**src/rtl/pmc_pkg.sv**
```systemverilog
package pmc_pkg;

  localparam int MODE_W = 3;

  localparam logic [MODE_W-1:0] MD_NORMAL = 3'd0;
  localparam logic [MODE_W-1:0] MD_SLOW   = 3'd1;
  localparam logic [MODE_W-1:0] MD_IDLE   = 3'd2;
  localparam logic [MODE_W-1:0] MD_SLEEP  = 3'd3;
  localparam logic [MODE_W-1:0] MD_STOP   = 3'd4;

  typedef enum logic [3:0] {
    ST_NORMAL     = 4'd0,
    ST_SLOW       = 4'd1,
    ST_SLOW_EXIT  = 4'd2,
    ST_IDLE       = 4'd3,
    ST_SLEEP      = 4'd4,
    ST_STOP_ENTER = 4'd5,
    ST_STOP       = 4'd6,
    ST_STOP_LOCK  = 4'd7,
    ST_STOP_REL   = 4'd8
  } pmc_state_e;

  typedef struct packed {
    logic              cpu_en;
    logic              dsp_en;
    logic              bus_en;
    logic              sel_pll;
    logic              pll_pd;
    logic              sr_req;
    logic [MODE_W-1:0] status;
    logic              busy;
  } pmc_ctl_t;

  function automatic logic mode_legal(input logic [MODE_W-1:0] m);
    return (m <= MD_STOP);
  endfunction

  // Output set of every state; fields: cpu dsp bus sel pd sr status busy
  function automatic pmc_ctl_t ctl_of(input pmc_state_e s);
    pmc_ctl_t c;
    unique case (s)
      ST_NORMAL:     c = '{1'b1, 1'b1, 1'b1, 1'b1, 1'b0, 1'b0, MD_NORMAL, 1'b0};
      ST_SLOW:       c = '{1'b1, 1'b1, 1'b1, 1'b0, 1'b0, 1'b0, MD_SLOW,   1'b0};
      ST_SLOW_EXIT:  c = '{1'b1, 1'b1, 1'b1, 1'b0, 1'b0, 1'b0, MD_SLOW,   1'b1};
      ST_IDLE:       c = '{1'b0, 1'b1, 1'b1, 1'b1, 1'b0, 1'b0, MD_IDLE,   1'b0};
      ST_SLEEP:      c = '{1'b1, 1'b0, 1'b1, 1'b1, 1'b0, 1'b0, MD_SLEEP,  1'b0};
      ST_STOP_ENTER: c = '{1'b1, 1'b1, 1'b1, 1'b1, 1'b0, 1'b1, MD_STOP,   1'b1};
      ST_STOP:       c = '{1'b0, 1'b0, 1'b0, 1'b0, 1'b1, 1'b1, MD_STOP,   1'b0};
      ST_STOP_LOCK:  c = '{1'b0, 1'b0, 1'b0, 1'b0, 1'b0, 1'b1, MD_STOP,   1'b1};
      ST_STOP_REL:   c = '{1'b0, 1'b0, 1'b0, 1'b1, 1'b0, 1'b0, MD_STOP,   1'b1};
      default:       c = '{1'b1, 1'b1, 1'b1, 1'b1, 1'b0, 1'b0, MD_NORMAL, 1'b0};
    endcase
    return c;
  endfunction

endpackage

```
**src/rtl/pmc_rst_sync.sv**
```systemverilog
module pmc_rst_sync #(
  parameter int STAGES = 2
) (
  input  logic clk,
  input  logic rst_n,
  output logic rst_n_sync
);

  logic [STAGES-1:0] sync_q;

  always_ff @(posedge clk or negedge rst_n) begin
    if (!rst_n) begin
      sync_q <= '0;
    end else begin
      sync_q <= {sync_q[STAGES-2:0], 1'b1};
    end
  end

  assign rst_n_sync = sync_q[STAGES-1];

endmodule

```
**src/rtl/pmc_wake_sel.sv**
```systemverilog
module pmc_wake_sel
  import pmc_pkg::*;
(
  input  pmc_state_e state,
  input  logic       cpu_irq,
  input  logic       dsp_irq,
  input  logic       sw_wake,
  input  logic       ext_wake,
  input  logic       rtc_alarm,
  output logic       wake
);

  // Each low-power mode listens only to its own class of event
  always_comb begin
    unique case (state)
      ST_IDLE:  wake = cpu_irq;
      ST_SLEEP: wake = dsp_irq | sw_wake;
      ST_STOP:  wake = ext_wake | rtc_alarm;
      default:  wake = 1'b0;
    endcase
  end

endmodule

```
**src/rtl/pmc_req_hold.sv**
```systemverilog
module pmc_req_hold
  import pmc_pkg::*;
(
  input  logic              clk,
  input  logic              rst_n,
  input  logic              req_valid,
  input  logic [MODE_W-1:0] req_mode,
  input  logic              accept,
  input  logic              take,
  output logic              pend_valid,
  output logic [MODE_W-1:0] pend_mode
);

  logic              capture;
  logic              pend_valid_nxt;
  logic [MODE_W-1:0] pend_mode_nxt;

  assign capture = req_valid && mode_legal(req_mode) && !accept;

  always_comb begin
    pend_valid_nxt = pend_valid;
    pend_mode_nxt  = pend_mode;
    if (take) begin
      pend_valid_nxt = 1'b0;
    end
    if (capture) begin
      pend_valid_nxt = 1'b1;
      pend_mode_nxt  = req_mode;
    end
  end

  always_ff @(posedge clk or negedge rst_n) begin
    if (!rst_n) begin
      pend_valid <= 1'b0;
      pend_mode  <= MD_NORMAL;
    end else begin
      pend_valid <= pend_valid_nxt;
      pend_mode  <= pend_mode_nxt;
    end
  end

endmodule

```
**src/rtl/pmc_fsm.sv**
```systemverilog
module pmc_fsm
  import pmc_pkg::*;
(
  input  logic              clk,
  input  logic              rst_n,
  input  logic              req_valid,
  input  logic [MODE_W-1:0] req_mode,
  input  logic              pend_valid,
  input  logic [MODE_W-1:0] pend_mode,
  input  logic              wake,
  input  logic              pll_lock,
  input  logic              sr_ack,
  output pmc_state_e        state_nxt,
  output logic              accept,
  output logic              take
);

  pmc_state_e        state_q;
  logic              cmd_ok;
  logic [MODE_W-1:0] cmd;
  logic              req_ok;

  assign req_ok = req_valid && mode_legal(req_mode);

  always_comb begin
    state_nxt = state_q;
    accept    = 1'b0;
    take      = 1'b0;
    cmd_ok    = 1'b0;
    cmd       = MD_NORMAL;
    unique case (state_q)
      ST_NORMAL: begin
        if (req_ok) begin
          cmd_ok = 1'b1;
          cmd    = req_mode;
          accept = 1'b1;
          take   = pend_valid;
        end else if (pend_valid) begin
          cmd_ok = 1'b1;
          cmd    = pend_mode;
          take   = 1'b1;
        end
        if (cmd_ok) begin
          unique case (cmd)
            MD_SLOW:  state_nxt = ST_SLOW;
            MD_IDLE:  state_nxt = ST_IDLE;
            MD_SLEEP: state_nxt = ST_SLEEP;
            MD_STOP:  state_nxt = ST_STOP_ENTER;
            default:  state_nxt = ST_NORMAL;
          endcase
        end
      end
      ST_SLOW: begin
        if (req_ok && (req_mode == MD_NORMAL)) begin
          accept    = 1'b1;
          state_nxt = ST_SLOW_EXIT;
        end
      end
      ST_SLOW_EXIT: begin
        if (pll_lock) state_nxt = ST_NORMAL;
      end
      ST_IDLE, ST_SLEEP: begin
        if (wake) state_nxt = ST_NORMAL;
      end
      ST_STOP_ENTER: begin
        if (sr_ack) state_nxt = ST_STOP;
      end
      ST_STOP: begin
        if (wake) state_nxt = ST_STOP_LOCK;
      end
      ST_STOP_LOCK: begin
        if (pll_lock) state_nxt = ST_STOP_REL;
      end
      ST_STOP_REL: begin
        if (!sr_ack) state_nxt = ST_NORMAL;
      end
      default: state_nxt = ST_NORMAL;
    endcase
  end

  always_ff @(posedge clk or negedge rst_n) begin
    if (!rst_n) begin
      state_q <= ST_NORMAL;
    end else begin
      state_q <= state_nxt;
    end
  end

endmodule

```
**src/rtl/pmc_out_reg.sv**
```systemverilog
module pmc_out_reg
  import pmc_pkg::*;
#(
  parameter int NUM_BUS = 2,
  parameter int NUM_PLL = 3
) (
  input  logic               clk,
  input  logic               rst_n,
  input  pmc_state_e         state_nxt,
  output pmc_state_e         state_cur,
  output logic               cpu_clk_en,
  output logic               dsp_clk_en,
  output logic [NUM_BUS-1:0] bus_clk_en,
  output logic               clk_sel_pll,
  output logic [NUM_PLL-1:0] pll_pd,
  output logic               sr_req,
  output logic [MODE_W-1:0]  mode_status,
  output logic               busy
);

  localparam pmc_ctl_t RST_CTL = ctl_of(ST_NORMAL);

  pmc_ctl_t ctl_nxt;
  pmc_ctl_t ctl_q;

  assign ctl_nxt = ctl_of(state_nxt);

  // The current state is kept here so the wake selector follows the outputs
  always_ff @(posedge clk or negedge rst_n) begin
    if (!rst_n) begin
      state_cur <= ST_NORMAL;
      ctl_q     <= RST_CTL;
    end else begin
      state_cur <= state_nxt;
      ctl_q     <= ctl_nxt;
    end
  end

  // One flop per bus enable so each domain gets a clean edge-aligned enable
  for (genvar b = 0; b < NUM_BUS; b++) begin : g_bus
    logic en_q;
    always_ff @(posedge clk or negedge rst_n) begin
      if (!rst_n) en_q <= RST_CTL.bus_en;
      else        en_q <= ctl_nxt.bus_en;
    end
    assign bus_clk_en[b] = en_q;
  end

  for (genvar p = 0; p < NUM_PLL; p++) begin : g_pll
    logic pd_q;
    always_ff @(posedge clk or negedge rst_n) begin
      if (!rst_n) pd_q <= RST_CTL.pll_pd;
      else        pd_q <= ctl_nxt.pll_pd;
    end
    assign pll_pd[p] = pd_q;
  end

  assign cpu_clk_en  = ctl_q.cpu_en;
  assign dsp_clk_en  = ctl_q.dsp_en;
  assign clk_sel_pll = ctl_q.sel_pll;
  assign sr_req      = ctl_q.sr_req;
  assign mode_status = ctl_q.status;
  assign busy        = ctl_q.busy;

endmodule

```
**src/rtl/pwr_mode_ctrl.sv**
```systemverilog
module pwr_mode_ctrl
  import pmc_pkg::*;
#(
  parameter int NUM_BUS = 2,
  parameter int NUM_PLL = 3
) (
  input  logic               clk,
  input  logic               rst_n,
  input  logic               req_valid,
  input  logic [2:0]         req_mode,
  input  logic               sw_wake,
  input  logic               cpu_irq,
  input  logic               dsp_irq,
  input  logic               ext_wake,
  input  logic               rtc_alarm,
  input  logic               pll_lock,
  input  logic               sr_ack,
  output logic               cpu_clk_en,
  output logic               dsp_clk_en,
  output logic [NUM_BUS-1:0] bus_clk_en,
  output logic               clk_sel_pll,
  output logic [NUM_PLL-1:0] pll_pd,
  output logic               sr_req,
  output logic [2:0]         mode_status,
  output logic               busy
);

  logic              rst_n_int;
  pmc_state_e        state_nxt;
  pmc_state_e        state_cur;
  logic              wake;
  logic              accept;
  logic              take;
  logic              pend_valid;
  logic [MODE_W-1:0] pend_mode;

  pmc_rst_sync #(.STAGES(2)) u_rst (
    .clk        (clk),
    .rst_n      (rst_n),
    .rst_n_sync (rst_n_int)
  );

  pmc_wake_sel u_wake (
    .state     (state_cur),
    .cpu_irq   (cpu_irq),
    .dsp_irq   (dsp_irq),
    .sw_wake   (sw_wake),
    .ext_wake  (ext_wake),
    .rtc_alarm (rtc_alarm),
    .wake      (wake)
  );

  pmc_req_hold u_hold (
    .clk        (clk),
    .rst_n      (rst_n_int),
    .req_valid  (req_valid),
    .req_mode   (req_mode),
    .accept     (accept),
    .take       (take),
    .pend_valid (pend_valid),
    .pend_mode  (pend_mode)
  );

  pmc_fsm u_fsm (
    .clk        (clk),
    .rst_n      (rst_n_int),
    .req_valid  (req_valid),
    .req_mode   (req_mode),
    .pend_valid (pend_valid),
    .pend_mode  (pend_mode),
    .wake       (wake),
    .pll_lock   (pll_lock),
    .sr_ack     (sr_ack),
    .state_nxt  (state_nxt),
    .accept     (accept),
    .take       (take)
  );

  pmc_out_reg #(.NUM_BUS(NUM_BUS), .NUM_PLL(NUM_PLL)) u_out (
    .clk         (clk),
    .rst_n       (rst_n_int),
    .state_nxt   (state_nxt),
    .state_cur   (state_cur),
    .cpu_clk_en  (cpu_clk_en),
    .dsp_clk_en  (dsp_clk_en),
    .bus_clk_en  (bus_clk_en),
    .clk_sel_pll (clk_sel_pll),
    .pll_pd      (pll_pd),
    .sr_req      (sr_req),
    .mode_status (mode_status),
    .busy        (busy)
  );

endmodule

```
**config.mk**
```make
export PLATFORM = sky130hd
export DESIGN_NAME = pwr_mode_ctrl
export DESIGN_NICKNAME = d
export VERILOG_FILES = /design/src/rtl/pmc_pkg.sv /design/src/rtl/pmc_rst_sync.sv /design/src/rtl/pmc_wake_sel.sv /design/src/rtl/pmc_req_hold.sv /design/src/rtl/pmc_fsm.sv /design/src/rtl/pmc_out_reg.sv /design/src/rtl/pwr_mode_ctrl.sv
export SDC_FILE = /design/constraint.sdc
export NUM_CORES = 1
export LEC_CHECK = 0
export BUFFER_PORTS_ARGS = -buffer_cell sky130_fd_sc_hd__buf_4
export CORE_AREA = 5 5 78 80
export DETAILED_ROUTE_END_ITERATION = 6
export DIE_AREA = 0 0 83 85
export PLACE_DENSITY = 0.38
export SYNTH_ARGS = -nofsm -noshare
export SYNTH_HDL_FRONTEND = slang
export SYNTH_SLANG_ARGS = --single-unit
```
**constraint.sdc**
```tcl
create_clock -name clk -period 0.8 [get_ports clk]
set_clock_uncertainty 0.05 [all_clocks]
set_input_delay 0.12 -clock clk [delete_from_list [all_inputs] [get_ports clk]]
set_output_delay 0.12 -clock clk [all_outputs]
set_load 0.01 [all_outputs]
```
Word level (Yosys, flattened, before mapping)

Memories as Yosys holds them, arrays and structs flattened. A register that Yosys moved wholly into a read port is not among the register bits.
Cells that the tools add are included.

Order comparisons: 1
Equal/unequal tests: 12
Multiplexer cells: 24
Bitwise operators: 2
Reductions and logical operators: 9

Operators by type and width:

| kind                                                 | count |
|---|---|
| two-way mux 4 bit                                    | 8 |
| one-hot mux 4 bit (8 select lines)                   | 1 |
| equality test 4 x 3 -> 1 bit (second input constant) | 4 |
| one-hot mux 3 bit (4 select lines)                   | 1 |
| two-way mux 1 bit                                    | 9 |
| two-way mux 3 bit                                    | 3 |
| equality test 4 x 2 -> 1 bit (second input constant) | 2 |
| equality test 3 x 2 -> 1 bit (second input constant) | 2 |
| equality test 4 x 1 -> 1 bit (second input constant) | 1 |
| equality test 4 bit (second input constant)          | 1 |
| logical NOT 4 bit                                    | 1 |
| equality test 3 x 1 -> 1 bit (second input constant) | 1 |
| equality test 3 bit (second input constant)          | 1 |
| <= comparator 3 bit (second input constant)          | 1 |
| logical AND 1 bit                                    | 3 |
| logical NOT 3 bit                                    | 1 |
| one-hot mux 1 bit (3 select lines)                   | 1 |
| logical NOT 1 bit                                    | 2 |
| bitwise OR 1 bit                                     | 2 |
| one-hot mux 1 bit (2 select lines)                   | 1 |
| nonzero test 2 bit                                   | 1 |
| OR reduction 2 bit                                   | 1 |

Register bits after elaboration: 10
Memory bits (read-only): 160
Input port bits: 13
Output and inout bits: 13
Logic and storage cells: 53
Memories kept: 1

Memory list:

| memory          | words | width | rd ports | clocked after memory_dff | write ports | line          | source |
|---|---|---|---|---|---|---|---|
| (no name shown) | 16    | 10    | 1        | 1                        | 0           | pmc_pkg.sv:41 | `unique case (s)` |

Depth between registers and ports, before layout

Gate-level depths: netlist of run 1.

Depth after elaboration: 8
Depth in mapped cells: 11
Gate-level depth less buffers: 10

Modules after synthesis

A second synthesis of run 1 with hierarchy kept.

Cell total of the unflattened synthesis: 132
Area total of the unflattened synthesis: 1,431.4 um2

Modules (own cells, without submodules):

| module       | times used | cells each | area an instance (um2) | sequential area each (um2) |
|---|---|---|---|---|
| pmc_out_reg  | 1          | 48         | 651.9                  | 355.3 |
| pmc_fsm      | 1          | 59         | 510.5                  | 100.1 |
| pmc_req_hold | 1          | 16         | 177.7                  | 100.1 |
| pmc_rst_sync | 1          | 3          | 53.8                   | 50.0 |
| pmc_wake_sel | 1          | 6          | 37.5                   | 0.0 |

Least setup slack after synthesis of run 1

Ideal clock, no wire load.

Path type: reg-to-reg
From: register u_out.state_cur[0]
To: register u_out.ctl_q (netlist bit u_out.cpu_clk_en)
Library setup time: 75 ps
Arrival: 2,569 ps
Required time: 675 ps
Setup slack: -1,894 ps
Cell stages (with the launch flop): 10
Buffers on the path: 1
Clock period less this slack: 2,694 ps
Path through: dfrtp_1 -> buf_6 -> or4_4 -> a311oi_2 -> or4b_1 -> o211a_1 -> ha_1 -> and2_1 -> a31oi_1 -> a2bb2oi_1

Word-level cells in the longest chain between the ends: 4
Elaborated cells on any way between the ends: 20
Classes of those cells: eq/ne (8); mux (10); reduce/logical (2)

RTL lines:

| what                                                                                | line                         | source |
|---|---|---|
| from (decl)                                                                         | pmc_out_reg.sv:10            | `output pmc_state_e state_cur,` |
| from (signal assigned)                                                              | pmc_out_reg.sv:34            | `state_cur <= state_nxt;` |
| equality test 4 x 3 -> 1 bit / equality test 4 x 2 -> 1 bit (equally long branches) | --                           |  |
| one-hot mux 1 bit (3 select lines)                                                  | pmc_wake_sel.sv:15           | `unique case (state)` |
| two-way mux 4 bit (on tied branches)                                                | pmc_fsm.sv:69, pmc_fsm.sv:63 |  |
| one-hot mux 4 bit (8 select lines) (*)                                              | pmc_fsm.sv:31                | `unique case (state_q)` |
| to (signal assigned)                                                                | pmc_out_reg.sv:35            | `ctl_q <= ctl_nxt;` |
| to (decl)                                                                           | pmc_out_reg.sv:24            | `pmc_ctl_t ctl_q;` |

Mark *: on every way between the ends. The rest lies on a longest branch, timed or not.
A chain may end at the register's enable or synchronous reset.

Final worst setup path of run 1

From: register u_out.state_cur[1]
To: register u_out.ctl_q (netlist bit u_out.cpu_clk_en)

Same word-level chain as after synthesis.

==> flow_summary_export.csv, run 1 <==
group,metric,value,unit
global_routing,first_global_vias,1019,
clock_network,clk_pin_slew,70,ps
job,maxCapViolCount,0,
logic_synthesis,netlist_area,1161,sq um
floorplanning,rows,27,
drt,met2WireLength,1541,microns
floorplanning,die_w,83,microns
worst_setup_path,worst-setup-path-type,"reg2reg",
finish,layout.nets,197,
drt,drc,0,
pwr,power_leakage,0.9216,nW
finish,multi_input_area,716.9,sq um
finish,final_cell_area,2007,sq um
floorplanning,dieArea,7055,sq um
logic_synthesis,synth_mux_area_share,6.466,%
clock_network,clkLatencyLatePin,250,ps
finish,register_area,505.5,sq um
timing,finalHoldViolCount,0,
logic_synthesis,synth_nets,132,
place,gp_congestion,0.7817,
clock_network,cts_tree,"done",
timing,max_freq,385.1,MHz
logic_synthesis,ys_warn_count,0,
worst_setup_path,cp_data_required_time,930,ps
logic_synthesis,synthAdderAreaFrac,6.250,%
finish,fillCellCount,543,
clock_network,clock_path_buffers,2,
logic_synthesis,yosysSeqAreaShare,43.53,%
logic_synthesis,synth_seq_cells,20,
finish,final_layout_size_suffix_gt1_share,59.55,%
place,hpwlAfterDp,2216,microns
worst_setup_path,start_kind,"flop",
timing,min_period,2597,ps
outcome,violations,"negative setup slack",
pwr,ir_drop,1601,uV
drt,dr.pass1.iters,4,
logic_synthesis,synth-xor-area-share,0,%
logic_synthesis,synth_edf_count,0,
global_routing,grtUsageTotal,7.928,%
drt,routedWlPerCell,11.61,microns
global_routing,overflow,0,
logic_synthesis,ys.flop_type,"dfrtp_1",
finish,final_core_util,37.60,%
place,place_inst,237,
place,dpl_cell_area,1667,sq um
timing,setup_violations,31,
floorplanning,core,5338,sq um
timing,setup-tns-final,-28120,ps
finish,insertedDiodeCount,0,
worst_setup_path,cp-end-kind,"flop",
drt,ant_nets,0,
drt,dr_wl_met3,141,microns
timing,post-route-period-util,324.6,%
clock_network,htree_levels,1,
place,io_buffers,25,
floorplanning,start_util,21.75,%
drt,routed_via_density,4.240,
worst_setup_path,path_max_fanout,4,
clock_network,cts.sinks,20,
drt,drt_first_iter_violations,43,
logic_synthesis,synthSimpleGateAreaFrac,19.72,%
global_routing,grt_max_degree,19,
drt,wl_met1,1210,microns
global_routing,grt_pass1_wl,4623,microns
drt,wl,2903,microns
timing,setup_ws,-1797,ps
global_routing,antenna_found_initial,0,
floorplanning,io_pins,26,
logic_synthesis,async_reset_ff_share,100.0,%
worst_setup_path,crit_arrival,2730,ps
drt,top_layer_used,"met4",
timing,maxSlewViolCount,0,
outcome,status,"complete, but fails checks",
logic_synthesis,synth_top_family_by_area,"simple AND/OR/NAND/NOR gates",
logic_synthesis,synth_compound_area_share,16.27,%
finish,final_cells,250,
drt,vias,1060,
logic_synthesis,yosysTopAreaCell,"dfrtp_1",
floorplanning,die_y,85,microns
logic_synthesis,synth_cell_type_count,47,
logic_synthesis,synthTopCellsByArea,"dfrtp_1, dfstp_2, ha_1",
pwr,cellPowerDensity,3570,nW/um^2
logic_synthesis,avgSynthCellArea,10.19,sq um
logic_synthesis,yosys.area.top_type_share,34.48,%
finish,area.growth.synth_to_final,72.84,%
logic_synthesis,syn_inst,114,
timing,rsz0062_at_grt,"true",
worst_hold_path,min_path_type,"in2async",
clock_network,cts_root_buf,"clkbuf_8",
pwr,total_power,7.165,mW
clock_network,cts_buffers,3,
==> final timing paths <==
| kind | end | slack (ps) | from | cells past startpoint |
|---|---|---|---|---|
| setup / recovery | u_out.cpu_clk_en$_DFF_PN1_ | -1800 | u_out.state_cur[1]$_DFF_PN0_ | 8 |
| hold / removal | u_rst.sync_q[0]$_DFF_PN0_ | 120 | rst_n | 2 |
| setup reg to reg | u_out.cpu_clk_en$_DFF_PN1_ | -1800 | u_out.state_cur[1]$_DFF_PN0_ | 8 |
| hold reg to reg | u_out.mode_status[2]$_DFF_PN0_ | 150 | u_rst.sync_q[1]$_DFF_PN0_ | 1 |
| max in group asynchronous | u_out.g_bus[1].en_q$_DFF_PN1_ | 340 | u_rst.sync_q[1]$_DFF_PN0_ | 1 |
| min in group clk | u_hold.pend_mode[0]$_DFFE_PN0P_ | 160 | req_mode[0] | 3 |
==> per-stage QoR <==
stage	setup slack, ps	hold WS, ps
floorplan	-1776	-225.6
global placement	-1717	-147.3
detailed placement	-1791	-146.4
CTS	-1809	121.4
global route	-1904	115.1
finish	-1797	123.6
==> flip-flops by register name (all words and copies together) (netlist names) <==
signal	flops
u_hold.pend_mode	3
u_out.sr_req	1
u_out.dsp_clk_en	1
u_out.clk_sel_pll	1
u_out.g_pll.pd_q	1
u_rst.sync_q	2
u_hold.pend_valid	1
u_out.g_bus.en_q	1
u_out.cpu_clk_en	1
u_out.busy	1
u_out.state_cur	4
u_out.mode_status	3
==> cell usage in the layout, fill, tap and decap left out, types with 2 or more instances in the layout <==
cell type,n
nand2_2,2
dfrtp_1,16
a22o_1,2
dfstp_2,4
o21ai_0,2
nor3_1,2
nor2b_1,2
clkbuf_8,3
a21oi_2,2
buf_4,41
ha_4,3
and2_1,2
a32oi_1,2
or4_4,2
buf_6,24
nand2_1,8
nand3_2,2
mux2i_1,3
mux2_2,4
inv_1,8
nor2_1,5
ha_1,2
==> cell type report <==
type	count	share of cell area, %
inverters	9	2.057
flip-flops and latches	20	25.19
repair buffers	67	30.30
well taps	72	4.489
multi-input cells	78	35.72
clock buffers	4	2.244
==> Yosys cell counts, drive strengths merged, types with 2 or more instances <==
cell,number
or4,2
a31oi,2
mux2i,3
dfrtp,16
o21ai,3
dfstp,4
nand3,4
buf,6
a21o,2
nand2b,2
a21oi,4
inv,9
nor2,5
nand2,10
nor2b,4
nor3,2
ha,5
a32oi,2
and2,3
a22o,3
mux2,4
==> power by group <==
part / internal, mW / switching, mW
clock network: 0.354 / 0.330
registers: 1.44 / 0.201
logic: 2.79 / 2.05
==> logic make-up after synthesis <==
family | Yosys count
AOI/OAI and AO/OA | 25
adders and majority gates | 6
buffers and inverters | 16
DFF | 20
muxes | 7
other | 1
and+or+nand+nor | 39
==> what timing repair did <==
action | 4_1_cts | 5_1_grt
pin swaps | 6 | 4
endpoints found under the hold margin | 2 | 0
cloned | 0 | 0
setup endpoints to repair | 31 | 31
hold buffers | 1 | 0
buffers inserted | 6 | 4
resized for setup | 32 | 19
==> critical path: stages (launching register included) <==
cell       delay (ps)
dfrtp_1           380
or4_4             540
a311oi_2          240
or4b_4            500
o211a_4           180
ha_4              170
and2_4            140
a31oi_2           140
a2bb2oi_1         180
==> metal layers <==
metal  vias to the layer above  GRT usage [%]
li1                        526              -
met1                       506          8.995
met2                        26          15.01
met3                         2          2.427
met4                         0         0.8915
met5                         -              0
Power figures use the tool's default switching activity.
==> run 2: changes to the inputs <==
--- a/config.mk
+++ b/config.mk
@@ -7,6 +7,7 @@
 export LEC_CHECK = 0
 export BUFFER_PORTS_ARGS = -buffer_cell sky130_fd_sc_hd__buf_4
 export CORE_AREA = 5 5 78 80
+export CTS_BUF_LIST = sky130_fd_sc_hd__clkbuf_4
 export DETAILED_ROUTE_END_ITERATION = 6
 export DIE_AREA = 0 0 83 85
 export PLACE_DENSITY = 0.38
==> flow_summary_export.csv, run 2 (synthesis gave the netlist of run 1 again) <==
group,metric,value,unit
finish,final_common_cell,"buf_4",
pwr,total_power,7.122,mW
place,dpl_worst_slack,-1791,ps
global_routing,grt_max_degree,19,
worst_setup_path,crit_arrival,2780,ps
global_routing,grt_util_met2,15.01,%
clock_network,clock_path_buffers,2,
timing,setup_violations,31,
global_routing,met3_usage,2.718,%
drt,dr.pass1.iters,4,
place,hpwlAfterDp,2216,microns
global_routing,antenna_found_initial,0,
timing,post-route-period-util,324.9,%
timing,rsz0062_at_grt,"true",
finish,top_register,"u_out.state_cur",
worst_setup_path,reg2regPathDepth,8,
pwr,power_leakage,0.9240,nW
finish,layout.nets,198,
timing,maxSlewViolCount,0,
clock_network,clkLatencyLatePin,310,ps
finish,largest_reg_flops,4,
finish,area.growth.synth_to_final,73.17,%
floorplanning,die_y,85,microns
drt,vias,1049,
worst_setup_path,path_max_fanout,4,
global_routing,first_global_vias,1022,
job,maxCapViolCount,0,
drt,wl,2886,microns
timing,min_period,2599,ps
place,place_inst,237,
finish,final_layout_size_suffix_gt1_share,60.89,%
timing,max_freq,384.7,MHz
finish,final_cells,251,
floorplanning,io_pins,26,
floorplanning,rows,27,
clock_network,clk_pin_slew,120,ps
drt,drc,0,
global_routing,grt_pass1_wl,4602,microns
finish,insertedDiodeCount,0,
worst_setup_path,worstReg2RegStart,"u_out.state_cur[1]$_DFF_PN0_",
floorplanning,die_w,83,microns
worst_setup_path,reg2reg_slack,-1800,ps
finish,final_cell_mix,"buf_4, buf_6, dfrtp_1",
outcome,status,"complete, but fails checks",
floorplanning,start_util,21.75,%
floorplanning,core,5338,sq um
clock_network,cts_buffers,3,
worst_hold_path,min_path_type,"in2async",
clock_network,cts_root_buf,"clkbuf_4",
global_routing,overflow,0,
clock_network,cts_tree,"done",
floorplanning,dieArea,7055,sq um
worst_setup_path,start_kind,"flop",
drt,drt_first_iter_violations,22,
pwr,ir_drop,1352,uV
worst_setup_path,cp-end-kind,"flop",
place,gp_congestion,0.7817,
drt,routed_via_density,4.179,
pwr,cellPowerDensity,3542,nW/um^2
global_routing,grtUsageMet1,8.760,%
global_routing,grt_busiest_layer,"met2",
worst_setup_path,cp_data_required_time,980,ps
global_routing,grtUsageTotal,7.969,%
drt,routedWlPerCell,11.50,microns
worst_setup_path,timing.rr.end,"u_out.cpu_clk_en$_DFF_PN1_",
drt,ant_nets,0,
clock_network,htree_levels,1,
outcome,violations,"negative setup slack",
timing,setup_ws,-1799,ps
clock_network,cts.sinks,20,
timing,finalHoldViolCount,0,
worst_setup_path,worst-setup-path-type,"reg2reg",
place,io_buffers,25,
==> run 2: changes by cell type in the layout (fill, tap and decap cells not counted), sizes merged <==
| cell | before | now |
|---|---|---|
| buf | 66 | 67 |
==> run 2: layout make-up <==
| cell class | count | area [sq um] |
|---|---|---|
| well taps | 72 | 90.09 |
| clock buffers | 4 | 30.03 |
| inverters | 9 | 41.29 |
| fillers | 543 | 3327 |
| multi-input cells | 78 | 724.4 |
| flip-flops and latches | 20 | 505.5 |
| repair buffers | 68 | 619.3 |
==> run 2: worst max path at each step <==
stage                                      start                        endpoint  depth (start not counted)
finish              u_out.state_cur[1]$_DFF_PN0_      u_out.cpu_clk_en$_DFF_PN1_                          8
global route        u_out.state_cur[1]$_DFF_PN0_  u_out.mode_status[0]$_DFF_PN0_                          8
CTS                 u_out.state_cur[1]$_DFF_PN0_      u_out.cpu_clk_en$_DFF_PN1_                          8
detailed placement  u_out.state_cur[1]$_DFF_PN0_      u_out.cpu_clk_en$_DFF_PN1_                          8
global placement    u_out.state_cur[1]$_DFF_PN0_      u_out.cpu_clk_en$_DFF_PN1_                          8
floorplan           u_out.state_cur[0]$_DFF_PN0_      u_out.cpu_clk_en$_DFF_PN1_                          9
==> run 2: timing repair <==
| item | CTS | global route |
|---|---|---|
| hold buffers | 1 | 0 |
| setup buffers | 7 | 4 |
| gates resized for setup | 32 | 22 |
| endpoints found under the hold margin | 2 | 0 |
| setup endpoints to repair | 31 | 31 |
| pin swaps | 7 | 8 |
==> run 2: per-stage QoR <==
step,hold slack (ps),setup TNS [ps],util (%),area (sq um)
after floorplan,-225.6,-22910,-,1191
after global placement,-147.3,-24880,31.22,1667
after detailed placement,-146.4,-25350,31.22,1667
after CTS,55.67,-28840,35.63,1902
after global routing,36.69,-31140,37.67,2011
final,60.14,-28980,37.67,2011
==> run 2: power breakdown <==
group / total (mW) / switching [mW] / internal, mW
registers: 1.64 / 0.200 / 1.44
clock network: 0.552 / 0.323 / 0.228
logic: 4.93 / 2.07 / 2.86
==> run 2: critical path, cell delays in order (launching register included) <==
cell and delay (ps):
dfrtp_1 400, or4_4 540, a311oi_2 230, or4b_4 500
o211a_4 180, ha_4 170, and2_4 140, a31oi_2 140
a2bb2oi_1 180
==> run 2: routing by layer <==
metal / vias up / wire length (microns)
li1: 526 / -
met1: 505 / 1203
met2: 18 / 1559
met3: 0 / 124
met4: 0 / 0
met5: - / 0
==> run 3: changes to the inputs <==
--- a/config.mk
+++ b/config.mk
@@ -5,12 +5,13 @@
 export SDC_FILE = /design/constraint.sdc
 export NUM_CORES = 1
 export LEC_CHECK = 0
+export ABC_AREA = 1
 export BUFFER_PORTS_ARGS = -buffer_cell sky130_fd_sc_hd__buf_4
-export CORE_AREA = 5 5 78 80
-export CTS_BUF_LIST = sky130_fd_sc_hd__clkbuf_4
+export CORE_AREA = 5 5 84 86
 export DETAILED_ROUTE_END_ITERATION = 6
-export DIE_AREA = 0 0 83 85
+export DIE_AREA = 0 0 89 91
 export PLACE_DENSITY = 0.38
 export SYNTH_ARGS = -nofsm -noshare
 export SYNTH_HDL_FRONTEND = slang
+export SYNTH_HIERARCHICAL = 1
 export SYNTH_SLANG_ARGS = --single-unit
==> flow_summary_export.csv, run 3 <==
group,metric,value,unit
global_routing,overflow,0,
worst_hold_path,min_path_type,"in2async",
timing,setup_ws,-1064,ps
finish,reg_top3,"u_fsm/state_q: 4 flops, u_out/state_cur: 4 flops",
floorplanning,dieArea,8099,sq um
timing,max_freq,536.4,MHz
outcome,status,"complete, but fails checks",
clock_network,clk_pin_slew,80,ps
timing,whs,113.3,ps
floorplanning,die_w,89,microns
logic_synthesis,synthTopCellsByArea,"dfrtp_1, nand2_1, dfstp_2",
finish,final_layout_size_suffix_gt1_share,51.05,%
finish,final_common_cell,"buf_4",
finish,fillCellCount,650,
floorplanning,core,6205,sq um
floorplanning,io_pins,26,
worst_setup_path,worstReg2RegStart,"u_out/state_cur[3]$_DFF_PN0_",
logic_synthesis,synth_edf_count,0,
timing,setup_violations,35,
worst_setup_path,reg2reg_slack,-1060,ps
floorplanning,die_y,91,microns
finish,final_cell_mix,"buf_4, nand2_1, inv_1",
logic_synthesis,synth_nets,197,
timing,post-route-period-util,233.0,%
clock_network,cts.sinks,24,
worst_setup_path,worst-path-buf-inv,2,
finish,register_area,610.6,sq um
worst_setup_path,crit_slowest_cell,"dfrtp_1",
logic_synthesis,ys.flop_type,"dfrtp_1",
pwr,ir_drop,1606,uV
timing,rsz0062_at_grt,"true",
finish,area.growth.synth_to_final,64.40,%
worst_setup_path,timing.rr.end,"u_out/clk_sel_pll$_DFF_PN1_",
timing,finalHoldViolCount,0,
outcome,violations,"negative setup slack",
worst_setup_path,reg2regPathDepth,11,
worst_setup_path,path_max_fanout,5,
timing,setup-tns-final,-20750,ps
clock_network,clkLatencyLatePin,260,ps
worst_setup_path,cp_data_required_time,920,ps
worst_setup_path,slowest_delay,390,ps
worst_setup_path,path_cells,"nor2_2, nand3_1, nand3_2, inv_2, nand4_1, nand4_1, nor2_2, nand2_2, inv_4, ha_4, o211ai_1",
logic_synthesis,async_reset_ff_share,100.0,%
place,gp_congestion,0.7269,
job,maxCapViolCount,0,
logic_synthesis,synth_cell_type_count,24,
logic_synthesis,avgSynthCellArea,7.717,sq um
pwr,power_leakage,1.137,nW
timing,min_period,1864,ps
finish,multi_input_area,815.8,sq um
logic_synthesis,yosysTopAreaCell,"dfrtp_1",
global_routing,first_global_vias,1341,
worst_setup_path,cp-end-kind,"flop",
drt,routed_via_density,4.016,
logic_synthesis,yosysMostFrequentCell,"nand2_1",
drt,drt_first_iter_violations,32,
drt,dr.pass1.iters,2,
place,io_buffers,25,
pwr,cellPowerDensity,4011,nW/um^2
clock_network,cts_tree,"done",
worst_setup_path,start_kind,"flop",
clock_network,htree_levels,1,
logic_synthesis,synthTopCellsByCount,"nand2_1, inv_1, nand3_1, dfrtp_1, nor2_1",
worst_setup_path,worst-setup-path-type,"reg2reg",
drt,wl,3191,microns
clock_network,cts_buffers,3,
floorplanning,rows,29,
finish,layout.nets,258,
logic_synthesis,ys_warn_count,6,
worst_setup_path,cp.depth,11,
global_routing,grt_max_degree,23,
drt,routedWlPerCell,10.10,microns
global_routing,grt_pass1_wl,5865,microns
logic_synthesis,netlist_area,1381,sq um
logic_synthesis,syn_inst,179,
worst_setup_path,crit_arrival,1980,ps
clock_network,clock_path_buffers,2,
finish,insertedDiodeCount,0,
logic_synthesis,yosysSeqAreaShare,43.84,%
worst_setup_path,critPathTopFamily,"simple AND/OR/NAND/NOR gates",
logic_synthesis,synth_seq_cells,24,
drt,drc,0,
drt,ant_nets,0,
worst_setup_path,crit_start,"u_out/state_cur[3]$_DFF_PN0_",
global_routing,grtUsageTotal,8.825,%
global_routing,antenna_found_initial,0,
place,hpwlAfterDp,2583,microns
logic_synthesis,yosys.area.top_type_share,36.23,%
drt,vias,1269,
floorplanning,start_util,22.26,%
clock_network,cts_root_buf,"clkbuf_8",
worst_setup_path,endpoint,"u_out/clk_sel_pll$_DFF_PN1_",
timing,maxSlewViolCount,0,
run 3: changes by cell type after synthesis, sizes merged, moves of 3 or more:
cell   change
mux2       -4
nor2b      -4
a21oi      -3
o21ai      +6
a22o       -3
inv       +23
nand3     +17
and2       -3
dfrtp      +4
mux2i      -3
nor2      +16
nand2     +38
nand4      +6
run 3: repair_timing:
action	CTS	global route
hold buffers	1	0
hold endpoints to repair	2	0
endpoints found under the setup margin	35	35
setup buffers	7	4
resized for setup	37	27
pin swaps	16	15
run 3: report_power, final:
part	leakage, nW	switching [mW]	internal [mW]	total [mW]
Combinational	0.813	2.95	3.00	5.95
Clock	0.0357	0.372	0.668	1.04
Sequential	0.288	0.344	1.77	2.11
run 3: kinds of logic (layout without fill, tap and decap cells):
kind of cell	count (synthesis)	count (layout)	share of synthesized area [%]
adders and majority gates	5	5	4.529
buffers and inverters	37	97	11.41
other	1	1	0.2715
DFF	24	24	43.84
and+or+nand+nor	98	98	32.61
AOI/OAI and AO/OA	14	14	7.338
run 3: metal layers:
metal,GRT usage (%),part of all wire [%]
met1,11.05,46
met2,15.41,50
met3,2.172,4.2
met4,1.489,0.56
met5,0,0
run 3: how the worst min path moves through the flow:
| stage | start | end | slack (ps) | cells after the start |
|---|---|---|---|---|
| 3_5_place_dp | rst_n | u_rst/sync_q[0]$_DFF_PN0_ | -150 | 1 |
| 2_1_floorplan | rst_n | u_rst/sync_q[0]$_DFF_PN0_ | -230 | 0 |
| 4_1_cts | rst_n | u_rst/sync_q[0]$_DFF_PN0_ | 100 | 2 |
| 3_3_place_gp | rst_n | u_rst/sync_q[0]$_DFF_PN0_ | -150 | 1 |
| 6_report | rst_n | u_rst/sync_q[0]$_DFF_PN0_ | 110 | 2 |
| 5_1_grt | rst_n | u_rst/sync_q[0]$_DFF_PN0_ | 100 | 2 |
run 3: final cells by class:
cell class / count / area share [%]
tap: 77 / 4.242
timing repair buffer: 61 / 24.30
inverter: 32 / 5.510
sequential: 24 / 26.89
clock buffer: 3 / 1.818
multi-input combinational: 118 / 35.92
clock inverter: 1 / 1.322
run 3: through the flow:
stage	total power [mW]	setup WS (ps)	cell area, sq um	util (%)	std cells
global route	9.977	-1210	2271	36.60	316
global placement	6.309	-1228	1881	30.31	302
CTS	8.246	-1124	2135	34.40	312
finish	9.108	-1064	2271	36.60	316
detailed placement	6.253	-1195	1881	30.31	302
floorplan	4.663	-900.7	1426	-	179
